File: src/rtl/kfi_pkg.sv
`timescale 1ns/1ps
package kfi_pkg;
  localparam int SEVEN_W = 7;
  localparam int NINE_W  = 9;
  localparam int WORD_W  = SEVEN_W + NINE_W;
  localparam logic [SEVEN_W-1:0] POLY7_LOW = 7'h03;   // x^7 + x + 1
  localparam logic [NINE_W-1:0]  POLY9_LOW = 9'h011;  // x^9 + x^4 + 1
  localparam logic [SEVEN_W-1:0] AFF7      = 7'h2B;
  localparam logic [NINE_W-1:0]  AFF9      = 9'h0A5;

  function automatic logic [SEVEN_W-1:0] gf7_mul(input logic [SEVEN_W-1:0] a,
                                                 input logic [SEVEN_W-1:0] b);
    logic [SEVEN_W-1:0] acc;
    logic [SEVEN_W-1:0] x;
    acc = '0;
    x   = a;
    for (int i = 0; i < SEVEN_W; i++) begin
      if (b[i]) acc = acc ^ x;
      x = x[SEVEN_W-1] ? ({x[SEVEN_W-2:0], 1'b0} ^ POLY7_LOW) : {x[SEVEN_W-2:0], 1'b0};
    end
    return acc;
  endfunction

  function automatic logic [NINE_W-1:0] gf9_mul(input logic [NINE_W-1:0] a,
                                                input logic [NINE_W-1:0] b);
    logic [NINE_W-1:0] acc;
    logic [NINE_W-1:0] x;
    acc = '0;
    x   = a;
    for (int i = 0; i < NINE_W; i++) begin
      if (b[i]) acc = acc ^ x;
      x = x[NINE_W-1] ? ({x[NINE_W-2:0], 1'b0} ^ POLY9_LOW) : {x[NINE_W-2:0], 1'b0};
    end
    return acc;
  endfunction

  function automatic logic [SEVEN_W-1:0] sbox7_f(input logic [SEVEN_W-1:0] x);
    return gf7_mul(gf7_mul(x, x), x) ^ AFF7;
  endfunction

  function automatic logic [NINE_W-1:0] sbox9_f(input logic [NINE_W-1:0] x);
    logic [NINE_W-1:0] sq;
    logic [NINE_W-1:0] qd;
    sq = gf9_mul(x, x);
    qd = gf9_mul(sq, sq);
    return gf9_mul(qd, x) ^ AFF9;
  endfunction
endpackage

File: src/rtl/kfi_sbox.sv
`timescale 1ns/1ps
module kfi_sbox #(
  parameter int W = 7
) (
  input  logic [W-1:0] x,
  output logic [W-1:0] y
);
  generate
    if (W == kfi_pkg::SEVEN_W) begin : g_s7
      assign y = kfi_pkg::sbox7_f(x);
    end else begin : g_s9
      assign y = kfi_pkg::sbox9_f(x);
    end
  endgenerate
endmodule

File: src/rtl/kfi_stage.sv
`timescale 1ns/1ps
module kfi_stage
  import kfi_pkg::*;
(
  input  logic [NINE_W-1:0]  nine_i,
  input  logic [SEVEN_W-1:0] seven_i,
  output logic [NINE_W-1:0]  nine_o,
  output logic [SEVEN_W-1:0] seven_o
);
  localparam int PAD_W = NINE_W - SEVEN_W;

  logic [NINE_W-1:0]  sub9;
  logic [SEVEN_W-1:0] sub7;

  kfi_sbox #(.W(NINE_W))  u_s9 (.x(nine_i),  .y(sub9));
  kfi_sbox #(.W(SEVEN_W)) u_s7 (.x(seven_i), .y(sub7));

  // The wide part is updated first; the narrow part uses the new value.
  assign nine_o  = sub9 ^ {{PAD_W{1'b0}}, seven_i};
  assign seven_o = sub7 ^ nine_o[SEVEN_W-1:0];
endmodule

File: src/rtl/kfi_core.sv
`timescale 1ns/1ps
module kfi_core
  import kfi_pkg::*;
#(
  parameter int PIPE = 1
) (
  input  logic              clk,
  input  logic              rst,
  input  logic              in_valid,
  output logic              in_ready,
  input  logic [WORD_W-1:0] in_data,
  input  logic [WORD_W-1:0] in_key,
  output logic              out_valid,
  input  logic              out_ready,
  output logic [WORD_W-1:0] out_data
);
  // Stage one on the split input word
  logic [NINE_W-1:0]  s1_nine;
  logic [SEVEN_W-1:0] s1_seven;

  kfi_stage u_stage1 (
    .nine_i (in_data[WORD_W-1:SEVEN_W]),
    .seven_i(in_data[SEVEN_W-1:0]),
    .nine_o (s1_nine),
    .seven_o(s1_seven)
  );

  // Subkey folding: high key bits into the narrow part, low into the wide
  logic [NINE_W-1:0]  mix_nine;
  logic [SEVEN_W-1:0] mix_seven;
  assign mix_seven = s1_seven ^ in_key[WORD_W-1:NINE_W];
  assign mix_nine  = s1_nine  ^ in_key[NINE_W-1:0];

  // Named handshake events, visible to the checker
  logic fire_in;
  logic fire_out;
  assign fire_in  = in_valid  & in_ready;
  assign fire_out = out_valid & out_ready;

  logic [NINE_W-1:0]  st_nine;
  logic [SEVEN_W-1:0] st_seven;

  generate
    if (PIPE != 0) begin : g_reg
      logic               held_v;
      logic [NINE_W-1:0]  held_nine;
      logic [SEVEN_W-1:0] held_seven;

      always_ff @(posedge clk) begin
        if (rst) begin
          held_v <= 1'b0;
        end else if (fire_in) begin
          held_v <= 1'b1;
        end else if (out_ready) begin
          held_v <= 1'b0;
        end
      end

      always_ff @(posedge clk) begin
        if (fire_in) begin
          held_nine  <= mix_nine;
          held_seven <= mix_seven;
        end
      end

      assign in_ready  = ~held_v | out_ready;
      assign out_valid = held_v;
      assign st_nine   = held_nine;
      assign st_seven  = held_seven;
    end else begin : g_comb
      assign in_ready  = out_ready;
      assign out_valid = in_valid;
      assign st_nine   = mix_nine;
      assign st_seven  = mix_seven;
    end
  endgenerate

  // Stage two repeats the same substitution order
  logic [NINE_W-1:0]  s2_nine;
  logic [SEVEN_W-1:0] s2_seven;

  kfi_stage u_stage2 (
    .nine_i (st_nine),
    .seven_i(st_seven),
    .nine_o (s2_nine),
    .seven_o(s2_seven)
  );

  assign out_data = {s2_seven, s2_nine};
endmodule

File: config.mk
export PLATFORM = sky130hd
export DESIGN_NAME = kfi_core
export DESIGN_NICKNAME = d
export VERILOG_FILES = /design/src/rtl/kfi_pkg.sv /design/src/rtl/kfi_sbox.sv /design/src/rtl/kfi_stage.sv /design/src/rtl/kfi_core.sv
export SDC_FILE = /design/constraint.sdc
export NUM_CORES = 1
export LEC_CHECK = 0
export ABC_AREA = 1
export ABC_CLOCK_PERIOD_IN_PS = 6210
export BUFFER_PORTS_ARGS = -buffer_cell sky130_fd_sc_hd__clkbuf_2
export CAP_MARGIN = 5
export CORE_AREA = 2 2 131 133
export DETAILED_ROUTE_END_ITERATION = 16
export DIE_AREA = 0 0 133 135
export GPL_ROUTABILITY_DRIVEN = 0
export PLACE_DENSITY_LB_ADDON = 0.15
export SKIP_CTS_REPAIR_TIMING = 1
export SLEW_MARGIN = 25
export SYNTH_ARGS = -nofsm -noshare
export SYNTH_HDL_FRONTEND = slang
export SYNTH_HIERARCHICAL = 1
export SYNTH_SLANG_ARGS = --single-unit
File: constraint.sdc
create_clock -name clk -period 6.21 [get_ports clk]
set_input_delay 0 -clock clk [delete_from_list [all_inputs] [get_ports clk]]
set_output_delay 0 -clock clk [all_outputs]
set_load 0.005 [all_outputs]
After elaboration in Yosys (flattened, before gate mapping)
Cells that the tools add are included.
{"block": "word_totals", "ff_bits": 17, "input_bits": 36, "out_inout_bits": 18, "word_cells": 317}
{"block": "classes", "muxes": 156, "bitwise": 157, "n_reduce_logical": 1}
{"operator": "$mux W9", "n": 54}
{"operator": "$xor A9 B9 Y9", "n": 49}
{"operator": "$mux W5", "n": 48}
{"operator": "$mux W7", "n": 28}
{"operator": "$xor A7 B7 Y7", "n": 27}
{"operator": "$not A2 Y2", "n": 72}
{"operator": "$mux W2", "n": 24}
{"operator": "$xor A9 B7 Y9", "n": 2}
{"operator": "$not A4 Y4", "n": 4}
{"operator": "$mux W1", "n": 2}
{"operator": "$reduce_bool A2 Y1", "n": 1}
{"operator": "$and A1 B1 Y1", "n": 1}
{"operator": "$not A1 Y1", "n": 1}
{"operator": "$or A1 B1 Y1", "n": 1}

Logic depth before layout (Yosys ltp)
Gate-level depths: netlist (run 1).
{"block": "depth", "depth_word": 58, "ltp_mapped": 42, "ltp_nobuf": 41}

Cells and area by module
The synthesis (run 1) kept the hierarchy.
{"module": "kfi_sbox (u_stage1.u_s9 ...)", "n_inst": 2, "cells_per_inst": 712, "area_each_um2": 3637.2, "seq_area_each_um2": 0.0}
{"module": "kfi_sbox (u_stage1.u_s7 ...)", "n_inst": 2, "cells_per_inst": 280, "area_each_um2": 1402.6, "seq_area_each_um2": 0.0}
{"module": "kfi_core", "n_inst": 1, "cells_per_inst": 38, "area_each_um2": 668.1, "seq_area_each_um2": 500.5}
{"module": "kfi_stage", "n_inst": 2, "cells_per_inst": 77, "area_each_um2": 306.5, "seq_area_each_um2": 0.0}

Worst setup path after synthesis (run 1)
OpenSTA, ideal clock, no wires.
{"block": "synth_path", "kind": "register to output", "startpoint": "register g_reg.held_nine[0]", "endpoint": "output port out_data[9]", "arrival_ns": 3.780, "t_required_ns": 6.210, "slack_ns": 2.430, "stages_incl_launch_ff": 30, "n_path_buf": 0, "path_cell_list": "edfxtp_1 > ha_1 > nand2_1 > xor2_1 > xnor2_1 > nand3_2 > nand2_4 > inv_4 > ha_1 > inv_1 > nand3_1 > nand2_1 > nand2_1 > nand4_1 > nand2_4 > inv_2 > nand2_1 > xor2_1 > nand3b_1 > nand2_1 > or2_1 > nand2_1 > nand2_1 > nand2_1 > nand2_1 > nand2_1 > inv_1 > nand2_1 > nand3_1 > nand2_1"}
{"block": "synth_via", "elab_chain_len": 54, "elab_cells_between_ends": 86, "cone_classes": "mux: 47; bitwise: 39"}
{"item": "start: declaration", "line_no": "kfi_core.sv:46", "text": "logic [NINE_W-1:0] held_nine;"}
{"item": "start signal: assignment", "line_no": "kfi_core.sv:61", "text": "held_nine <= mix_nine;"}
{"item": "$mux W9", "line_no": "kfi_pkg.sv:31", "text": "if (b[i]) acc = acc ^ x;"}
{"item": "$xor A9 B9 Y9", "line_no": "kfi_pkg.sv:31"}
{"item": "$mux W9", "line_no": "kfi_pkg.sv:31"}
{"item": "$xor A9 B9 Y9", "line_no": "kfi_pkg.sv:31"}
{"item": "$mux W9", "line_no": "kfi_pkg.sv:31"}
{"item": "$xor A9 B9 Y9", "line_no": "kfi_pkg.sv:31"}
{"item": "$mux W9", "line_no": "kfi_pkg.sv:31"}
{"item": "$xor A9 B9 Y9", "line_no": "kfi_pkg.sv:31"}
{"item": "[39 not listed]"}
{"item": "$xor A9 B9 Y9", "line_no": "kfi_pkg.sv:31"}
{"item": "$mux W9", "line_no": "kfi_pkg.sv:31"}
{"item": "$xor A9 B9 Y9", "line_no": "kfi_pkg.sv:31"}
{"item": "$mux W9 *", "line_no": "kfi_pkg.sv:31"}
{"item": "$not A4 Y4 (no line) *"}
{"item": "via u_stage2.sub9[0]", "line_no": "kfi_stage.sv:12", "text": "logic [NINE_W-1:0] sub9;"}
{"item": "$xor A9 B7 Y9 *", "line_no": "kfi_stage.sv:19", "text": "assign nine_o = sub9 ^ {{PAD_W{1'b0}}, seven_i};"}
{"item": "$xor A7 B7 Y7 *", "line_no": "kfi_stage.sv:20", "text": "assign seven_o = sub7 ^ nine_o[SEVEN_W-1:0];"}
{"item": "end: declaration", "line_no": "kfi_core.sv:15", "text": "output logic [WORD_W-1:0] out_data"}
Mark *: on every way through the listed nets, which the timed path passes. The rest lies on a longest branch.

Final worst setup path (run 1)
{"block": "layout_path", "startpoint": "register g_reg.held_nine[4]", "endpoint": "output port out_data[13]"}
{"block": "layout_via", "elab_chain_len": 53, "elab_cells_between_ends": 89, "cone_classes": "mux: 47; bitwise: 42"}
{"item": "$mux W9", "line_no": "kfi_pkg.sv:31"}
{"item": "$xor A9 B9 Y9", "line_no": "kfi_pkg.sv:31"}
{"item": "$mux W9", "line_no": "kfi_pkg.sv:31"}
{"item": "$xor A9 B9 Y9", "line_no": "kfi_pkg.sv:31"}
{"item": "$mux W9", "line_no": "kfi_pkg.sv:31"}
{"item": "$xor A9 B9 Y9", "line_no": "kfi_pkg.sv:31"}
{"item": "$mux W9", "line_no": "kfi_pkg.sv:31"}
{"item": "$xor A9 B9 Y9", "line_no": "kfi_pkg.sv:31"}
{"item": "[38 not listed]"}
{"item": "$mux W9", "line_no": "kfi_pkg.sv:31"}
{"item": "$xor A9 B9 Y9", "line_no": "kfi_pkg.sv:31"}
{"item": "$mux W9", "line_no": "kfi_pkg.sv:31"}
{"item": "$xor A9 B9 Y9", "line_no": "kfi_pkg.sv:31"}
{"item": "$mux W9 *", "line_no": "kfi_pkg.sv:31"}
{"item": "via u_stage2.sub9[4]", "line_no": "kfi_stage.sv:12"}
{"item": "$xor A9 B7 Y9 *", "line_no": "kfi_stage.sv:19"}
{"item": "$xor A7 B7 Y7 *", "line_no": "kfi_stage.sv:20"}
Marked as above.

==> results of run 1 <==
==> per-stage QoR <==
step | hold WS, ps | util | cells | cell area (sq um)
floorplan | 62.44 | - | 2176 | 11360
global placement | 165.6 | 0.6982 | 2393 | 11460
detailed placement | 175.1 | 0.6982 | 2393 | 11460
CTS | -87.80 | 0.7033 | 2397 | 11540
global route | 18.79 | 0.7039 | 2398 | 11550
finish | 20.88 | 0.7039 | 2398 | 11550
==> metal layers <==
metal / vias to the layer above / part of all wire
li1: 6712 / -
met2: 664 / 0.47
met5: - / 0
met3: 129 / 0.080
met4: 0 / 0.038
met1: 5929 / 0.41
==> cell usage in the layout, fill, tap and decap left out, types with 5 or more instances in the layout <==
cell type	netlist	final
a21oi_1	5	5
clkbuf_2	0	53
edfxtp_1	16	16
ha_1	10	10
inv_1	275	275
inv_2	37	37
inv_4	10	10
nand2_1	918	918
nand2_2	75	75
nand2_4	28	28
nand3_1	332	332
nand3_2	26	26
nand3b_1	28	28
nand4_1	26	26
nor2_1	106	106
nor2_2	10	10
o21ai_0	8	8
o21ai_1	10	10
o21bai_1	8	8
xnor2_1	40	40
xor2_1	102	102
==> flip-flops by register name (all words and copies together) (netlist names) <==
| name | count |
|---|---|
| g_reg.held_nine | 9 |
| out_valid | 1 |
| g_reg.held_seven | 7 |
==> cell families (layout without fill, tap and decap cells) <==
group                      after synthesis  count (layout)  synth area share
adders and majority gates               10              10           0.01101
buffers and inverters                  388             390            0.1535
and+or+nand+nor                       1561            1561            0.6272
AOI/OAI and AO/OA                       44              44           0.02676
DFF                                     17              17           0.04405
xor gates and xnor gates               156             156            0.1374
==> layout make-up <==
| class | count | area (sq um) |
|---|---|---|
| clock buffers | 3 | 75.07 |
| clock inverters | 1 | 7.507 |
| fillers | 1568 | 4858 |
| inverters | 330 | 1284 |
| multi-input cells | 1771 | 9116 |
| flip-flops and latches | 17 | 500.5 |
| well taps | 220 | 275.3 |
| repair buffers | 56 | 290.3 |
==> worst reg2reg max path: stages (launching register included) <==
cell	delay, ps
dfxtp_1	340
a21oi_1	150
buf_4	260
==> worst paths after layout <==
check,cells past startpoint,to,start,slack [ps]
worst max register to register,2,g_reg.held_nine[7],out_valid,5150
worst max-delay path,37,out_data[13],g_reg.held_nine[4],420
worst min register to register,2,out_valid,out_valid,530
worst min-delay path,3,out_valid,in_valid,20
==> summary.md, run 1 <==
| Metric | Value |
|---|---|
| Critical path required time | 6210 ps |
| Core area | 0.01641 sq mm |
| Met1 usage | 0.4150 |
| Leading area contributor after synthesis | nand2_1 |
| Final hold viol count | 0 |
| Latest clock arrival within the worst-skew pair | 250 ps |
| GR Layer Usage met2 | 0.6183 |
| M3 GR Usage | 0.02778 |
| DR WL/cell | 13.00 um |
| Synth warnings | 6 |
| Initial antenna violation count | 0 |
| Synth top area share | 0.3033 |
| Buffers and inverters on the worst path | 8 |
| CP max stage delay | 900 ps |
| Mapped Nets | 2222 |
| CTS clock-pin slew for the worst setup and hold paths | 50 ps |
| Most used cell, CP | nand2_1 |
| DR iter-0 viols | 1396 |
| Sequential fraction of the synthesis area | 0.04405 |
| Peak Freq | 172.8 MHz |
| # setup viols final | 0 |
| Avg Synthesized Cell Area | 5.221 sq um |
| Global-route wire length before repair | 52740 um |
| CTS root buffer | clkbuf_16 |
| Post-synth cell types | 42 |
| CTS tree | yes |
| DIE WIDTH | 133 um |
| Total number of vias | 13.43k |
| Post-synth EDFFs | 16 |
| Die Span Y | 135 um |
| #FFs+latches synth | 17 |
| Largest net degree at the start of global routing | 23 |
| HPWL after DPL | 23850 um |
| Htree depth | 1 |
| Routed Antenna Nets | 0 |
| Least-Margin Pin Slew | 993.4 ps |
| DRC | 0 |
| Largest delay share family, worst path | simple AND/OR/NAND/NOR gates |
| IO buf count | 53 |
| Initial Util | 0.6924 |
| # IOs | 54 |
| Final slew viol count | 0 |
| Clock Skew | 2.205 ps |
| Post-Synthesis Cell Area | 0.01136 sq mm |
| CP Class | reg2out |
| Crit path time final | 5787 ps |
| Nature of the critical path endpoint | output pin |
| Grt total ovfl | 0 |
| Setup ws final | 423.3 ps |
| Hold crit path type | in2reg |
| Fin nets | 2225 |
| Total GRT Usage | 0.3410 |
| Die area | 0.01796 sq mm |
| Most frequent cell after synthesis | nand2_1 |
| Clock tree buffer depth | 2 |
| Place WS | 930.7 ps |
| WL final | 31170 um |
| Worst EP arrival | 5790 ps |
| Setup TNS | 0 ps |
| Worst-path fanout max | 20 |
| Vias in the first global route | 12.29k |
| Row cnt | 47 |
| Ys async rst share | 0 |
| RSZ-0062 raised after global routing | no |
| CTS Buf Count | 3 |
| Crit path launch type | flip-flop |
| Top post-synthesis cells by count | nand2_1 (918), nand3_1 (332), inv_1 (275) |
| Via density | 5.602 |
| # diodes | 0 |
| Slew margin rel. | 0.3377 |
| Post-synthesis cell count | 2176 |
| Top Usage Layer GRT | met2 |
| Slowest CP cell | edfxtp_1 |
| Layout cells sized above 1 | 0.1286 |
| DR pass1 iterations | 6 |
| Synth area leaders | nand2_1 (30%), nand3_1 (15%), inv_1 (9.1%) |
| Max-cap viol count | 0 |
| # clock sinks | 17 |
| Crit share post-route | 0.9318 |
| P&R area growth vs syn | 1.652% |
| Status | complete, no violations |
| Top_reg_cell synth | edfxtp_1 |
Power of run 1 is not shown: default switching activity piles up to over one toggle a cycle in this logic, so the estimate is an artifact.
==> run 2: changes to the inputs <==
--- a/config.mk
+++ b/config.mk
@@ -14,6 +14,7 @@
 export DIE_AREA = 0 0 133 135
 export GPL_ROUTABILITY_DRIVEN = 0
 export PLACE_DENSITY_LB_ADDON = 0.15
+export RECOVER_POWER = 50
 export SKIP_CTS_REPAIR_TIMING = 1
 export SLEW_MARGIN = 25
 export SYNTH_ARGS = -nofsm -noshare
==> summary.md, run 2 (same netlist as run 1, synthesis figures left out) <==
| Metric | Value |
|---|---|
| # diodes | 0 |
| CP Class | reg2out |
| Crit share post-route | 0.9243 |
| Initial antenna violation count | 0 |
| Most common cell after layout, fill and taps aside | nand2_1 |
| DIE WIDTH | 133 um |
| Max reg flops | 9 |
| Nature of the critical path endpoint | output pin |
| Peak Freq | 174.2 MHz |
| DR WL/cell | 12.97 um |
| WL final | 31100 um |
| # setup viols final | 0 |
| Core area | 0.01641 sq mm |
| HPWL after DPL | 23850 um |
| Slew margin rel. | 0.1919 |
| CTS clock-pin slew for the worst setup and hold paths | 50 ps |
| Largest net degree at the start of global routing | 23 |
| Via density | 5.586 |
| Most frequent cells in the layout | nand2_1 (922), nand3_1 (332), inv_1 (276), nor2_1 (106), xor2_1 (102) |
| Status | complete, no violations |
| DR iter-0 viols | 1437 |
| Register area | 500.5 sq um |
| Hold crit path type | in2reg |
| Crit path time final | 5740 ps |
| IO buf count | 53 |
| Critical path required time | 6210 ps |
| Multi-input gate area | 0.009096 sq mm |
| CTS Buf Count | 3 |
| CP max stage delay | 900 ps |
| Reg with most FFs | g_reg.held_nine |
| # clock sinks | 17 |
| Crit path launch type | flip-flop |
| Clock Skew | 2.668 ps |
| Htree depth | 1 |
| Die area | 0.01796 sq mm |
| # IOs | 54 |
| Max-cap viol count | 0 |
| Setup TNS | 0 ps |
| Initial Util | 0.6924 |
| Most used cell, CP | nand2_1 |
| Latest clock arrival within the worst-skew pair | 250 ps |
| Die Span Y | 135 um |
| Slowest CP cell | edfxtp_1 |
| RSZ-0062 raised after global routing | no |
| CTS root buffer | clkbuf_16 |
| Routed Antenna Nets | 0 |
| P&R area growth vs syn | 1.409% |
| Total GRT Usage | 0.3410 |
| Grt total ovfl | 0 |
| Fin nets | 2225 |
| DR pass1 iterations | 6 |
| Fill cells | 1575 |
| Final hold viol count | 0 |
| Clock tree buffer depth | 2 |
| Worst EP arrival | 5740 ps |
| Total number of vias | 13.40k |
| CTS tree | yes |
| Layout cells sized above 1 | 0.1244 |
| Vias in the first global route | 12.29k |
| Row cnt | 47 |
| Worst-path fanout max | 20 |
| Least-Margin Pin Slew | 1212 ps |
| Final slew viol count | 0 |
| DRC | 0 |
| Global-route wire length before repair | 52740 um |
-- run 2: metrics by stage --
stage	cells	hold slack (ps)	utilization	cell area [sq um]	worst slack, ps
after global routing	2398	18.79	0.7022	11520	128.9
after global placement	2393	165.6	0.6982	11460	1070
after CTS	2397	-87.80	0.7033	11540	637.8
final	2398	24.79	0.7022	11520	470.3
after floorplan	2176	62.44	-	11360	2430
after detailed placement	2393	175.1	0.6982	11460	930.7
-- run 2: layer usage --
metal / routed length [um] / share of wire / track usage / vias to the layer above
met1: 12590 / 0.41 / 0.4150 / 5880
met5: 0 / 0 / 0 / -
met4: 1228 / 0.039 / 0.1440 / 0
met3: 2478 / 0.080 / 0.02778 / 141
met2: 14790 / 0.48 / 0.6183 / 656
li1: - / - / - / 6719
-- run 2: final cells by class --
cell class	count	area share
Multi-Input combinational cell	1771	0.7895
Timing Repair Buffer	56	0.02454
Sequential cell	17	0.04344
Clock inverter	1	0.0006516
Clock buffer	3	0.006516
Inverter	330	0.1114
Tap cell	220	0.02389
-- run 2: worst paths after layout --
kind | start | to | slack [ps] | depth (start not counted)
min reg2reg | out_valid | out_valid | 560 | 2
min | in_valid | out_valid | 20 | 3
max | g_reg.held_nine[4] | out_data[13] | 470 | 37
max reg2reg | out_valid | g_reg.held_nine[7] | 4680 | 2
-- run 2: critical path, delay by kind of cell, from the launching register on --
family                     cells  cell delay [ps]
DFF                            1              900
and+or+nand+nor               28             3230
adders and majority gates      1              410
buffers and inverters          8              950
Power of run 2 is left out for the same reason.
==> run 3: changes to the inputs <==
--- a/config.mk
+++ b/config.mk
@@ -5,13 +5,13 @@
 export SDC_FILE = /design/constraint.sdc
 export NUM_CORES = 1
 export LEC_CHECK = 0
-export ABC_AREA = 1
+export ABC_AREA = 0
 export ABC_CLOCK_PERIOD_IN_PS = 6210
 export BUFFER_PORTS_ARGS = -buffer_cell sky130_fd_sc_hd__clkbuf_2
 export CAP_MARGIN = 5
-export CORE_AREA = 2 2 131 133
+export CORE_AREA = 2 2 117 119
 export DETAILED_ROUTE_END_ITERATION = 16
-export DIE_AREA = 0 0 133 135
+export DIE_AREA = 0 0 119 121
 export GPL_ROUTABILITY_DRIVEN = 0
 export PLACE_DENSITY_LB_ADDON = 0.15
 export RECOVER_POWER = 50
==> summary.md, run 3 <==
| Metric | Value |
|---|---|
| Status | finished with violations |
| Failing checks | negative hold slack |
| #FFs+latches synth | 17 |
| Latest clock arrival within the worst-skew pair | 250 ps |
| Least-Margin Pin Slew | 1173 ps |
| Avg Synthesized Cell Area | 7.660 sq um |
| Slew margin rel. | 0.2174 |
| Die Span Y | 121 um |
| Final slew viol count | 0 |
| # diodes | 0 |
| Hold slack final | -15.21 ps |
| Worst r2r dst | g_reg.held_nine[5] |
| Grt total ovfl | 0 |
| Sequential fraction of the synthesis area | 0.05523 |
| Most common cell after layout, fill and taps aside | xnor2_1 |
| DR pass1 iterations | 7 |
| CTS clock-pin slew for the worst setup and hold paths | 60 ps |
| Vias in the first global route | 7667 |
| Top_reg_cell synth | edfxtp_1 |
| Post-synthesis cell count | 1183 |
| Fin nets | 1219 |
| Most frequent cells in the layout | xnor2_1 (169), nand2_1 (160), xor2_1 (82), o21ai_0 (78), nor2_1 (68) |
| Synth top area share | 0.1624 |
| DP Area | 0.009266 sq mm |
| Synth warnings | 6 |
| Clock Skew | 3.498 ps |
| Setup TNS | 0 ps |
| Mapped Nets | 1229 |
| Layout cells sized above 1 | 0.1220 |
| Setup crit end | out_data[13] |
| Via density | 6.285 |
| CTS tree | yes |
| Worst flop-to-flop path startpoint | out_valid |
| R2r setup slk | 4500 ps |
| Initial antenna violation count | 0 |
| Synth area leaders | xnor2_1 (16%), xor2_1 (7.9%), nand2_1 (6.6%) |
| # setup viols final | 0 |
| Post-Synthesis Cell Area | 0.009061 sq mm |
| WL final | 22980 um |
| Worst-path fanout max | 19 |
| Clock tree buffer depth | 2 |
| IO buf count | 53 |
| CTS root buffer | clkbuf_16 |
| Crit share post-route | 0.9135 |
| Total number of vias | 8472 |
| # clock sinks | 17 |
| Nature of the critical path endpoint | output pin |
| Htree depth | 1 |
| Crit path launch type | flip-flop |
| Max reg flops | 9 |
| Leading area contributor after synthesis | xnor2_1 |
| Routed Antenna Nets | 0 |
| Critical path required time | 6210 ps |
| CTS Buf Count | 3 |
| DIE WIDTH | 119 um |
| Max-cap viol count | 0 |
| R2R depth | 2 |
| Most frequent cell after synthesis | xnor2_1 |
| Post-synth EDFFs | 16 |
| RSZ-0062 raised after global routing | no |
| Post-synth cell types | 78 |
| Largest net degree at the start of global routing | 38 |
| Top post-synthesis cells by count | xnor2_1 (168), nand2_1 (160), xor2_1 (82) |
| # IOs | 54 |
| Peak Freq | 176.3 MHz |
| Post-layout utilization of the core | 0.7135 |
| Core area | 0.01309 sq mm |
| Design Area, Final | 0.009336 sq mm |
| HPWL after DPL | 16470 um |
| Worst EP arrival | 5670 ps |
| P&R area growth vs syn | 3.038% |
| Worst Setup SP | g_reg.held_nine[0] |
| Die area | 0.01440 sq mm |
| Final hold viol count | 1 |
| DR iter-0 viols | 941 |
| Ys async rst share | 0 |
| Hold crit path type | in2reg |
| DR WL/cell | 17.05 um |
| Crit path time final | 5673 ps |
| Initial Util | 0.6925 |
| Total GRT Usage | 0.3137 |
| Row cnt | 42 |
| Global-route wire length before repair | 37780 um |
| DRC | 0 |
| Reg with most FFs | g_reg.held_nine |
| CP Class | reg2out |
## run 3: cell count changes in the layout (fill, tap and decap cells not counted), moves of 34 or more
cell	delta
nor2_1	-38
nand2_2	-69
inv_2	-34
a21oi_1	+60
mux2i_1	+36
nand3_1	-310
xnor2_1	+129
nand2_1	-762
o21ai_0	+70
inv_1	-255
## run 3: critical path, stage by stage, from the launching register on
cell	delay (ps)
edfxtp_1	670
ha_1	550
nand2_1	200
xnor2_4	290
inv_2	140
ha_1	370
xnor3_1	450
nor3_4	230
xnor3_2	400
xnor2_1	710
a211oi_1	170
nor3_1	240
xor2_1	190
xnor3_1	290
xor3_1	370
clkbuf_2	130
## run 3: area by class of cell
cell class / count / area [sq um]
clock inverters: 1 / 5.005
repair buffers: 71 / 401.6
fillers: 1078 / 3749
clock buffers: 3 / 75.07
well taps: 176 / 220.2
flip-flops and latches: 17 / 500.5
inverters: 27 / 101.3
multi-input cells: 1053 / 8033
## run 3: routing by layer
| layer | share of wire | global-route usage | vias up |
|---|---|---|---|
| li1 | - | - | 4094 |
| met1 | 0.44 | 0.4283 | 3948 |
| met2 | 0.48 | 0.5438 | 376 |
| met3 | 0.064 | 0.02350 | 54 |
| met4 | 0.019 | 0.06920 | 0 |
| met5 | 0 | 0 | - |
## run 3: worst min-delay path by stage
stage / from / cells after the start / end / slack (ps)
global route: in_valid / 3 / out_valid / 20
floorplan: rst / 1 / out_valid / 60
detailed placement: rst / 2 / out_valid / 190
global placement: rst / 2 / out_valid / 160
CTS: rst / 2 / out_valid / -80
finish: in_valid / 3 / out_valid / -20
## run 3: stage by stage
step	hold slack (ps)	setup slack (ps)	cells
3_5_place_dp	185.4	912.4	1343
2_1_floorplan	62.44	1976	1183
3_3_place_gp	163.4	973.6	1343
6_report	-15.21	537.1	1348
5_1_grt	18.20	280.2	1348
4_1_cts	-80.54	626.3	1347
## run 3: cell families after synthesis
kind of cell | after synthesis | share of synthesized area
adder cells (fa/ha/maj) | 10 | 0.01381
XOR/XNOR | 316 | 0.3993
multiplexers | 40 | 0.04474
AO/OA/AOI/OAI | 295 | 0.2180
buffers and inverters | 113 | 0.05620
flip-flops | 17 | 0.05523
AND/OR/NAND/NOR | 392 | 0.2126
Power of run 3 is left out for the same reason.
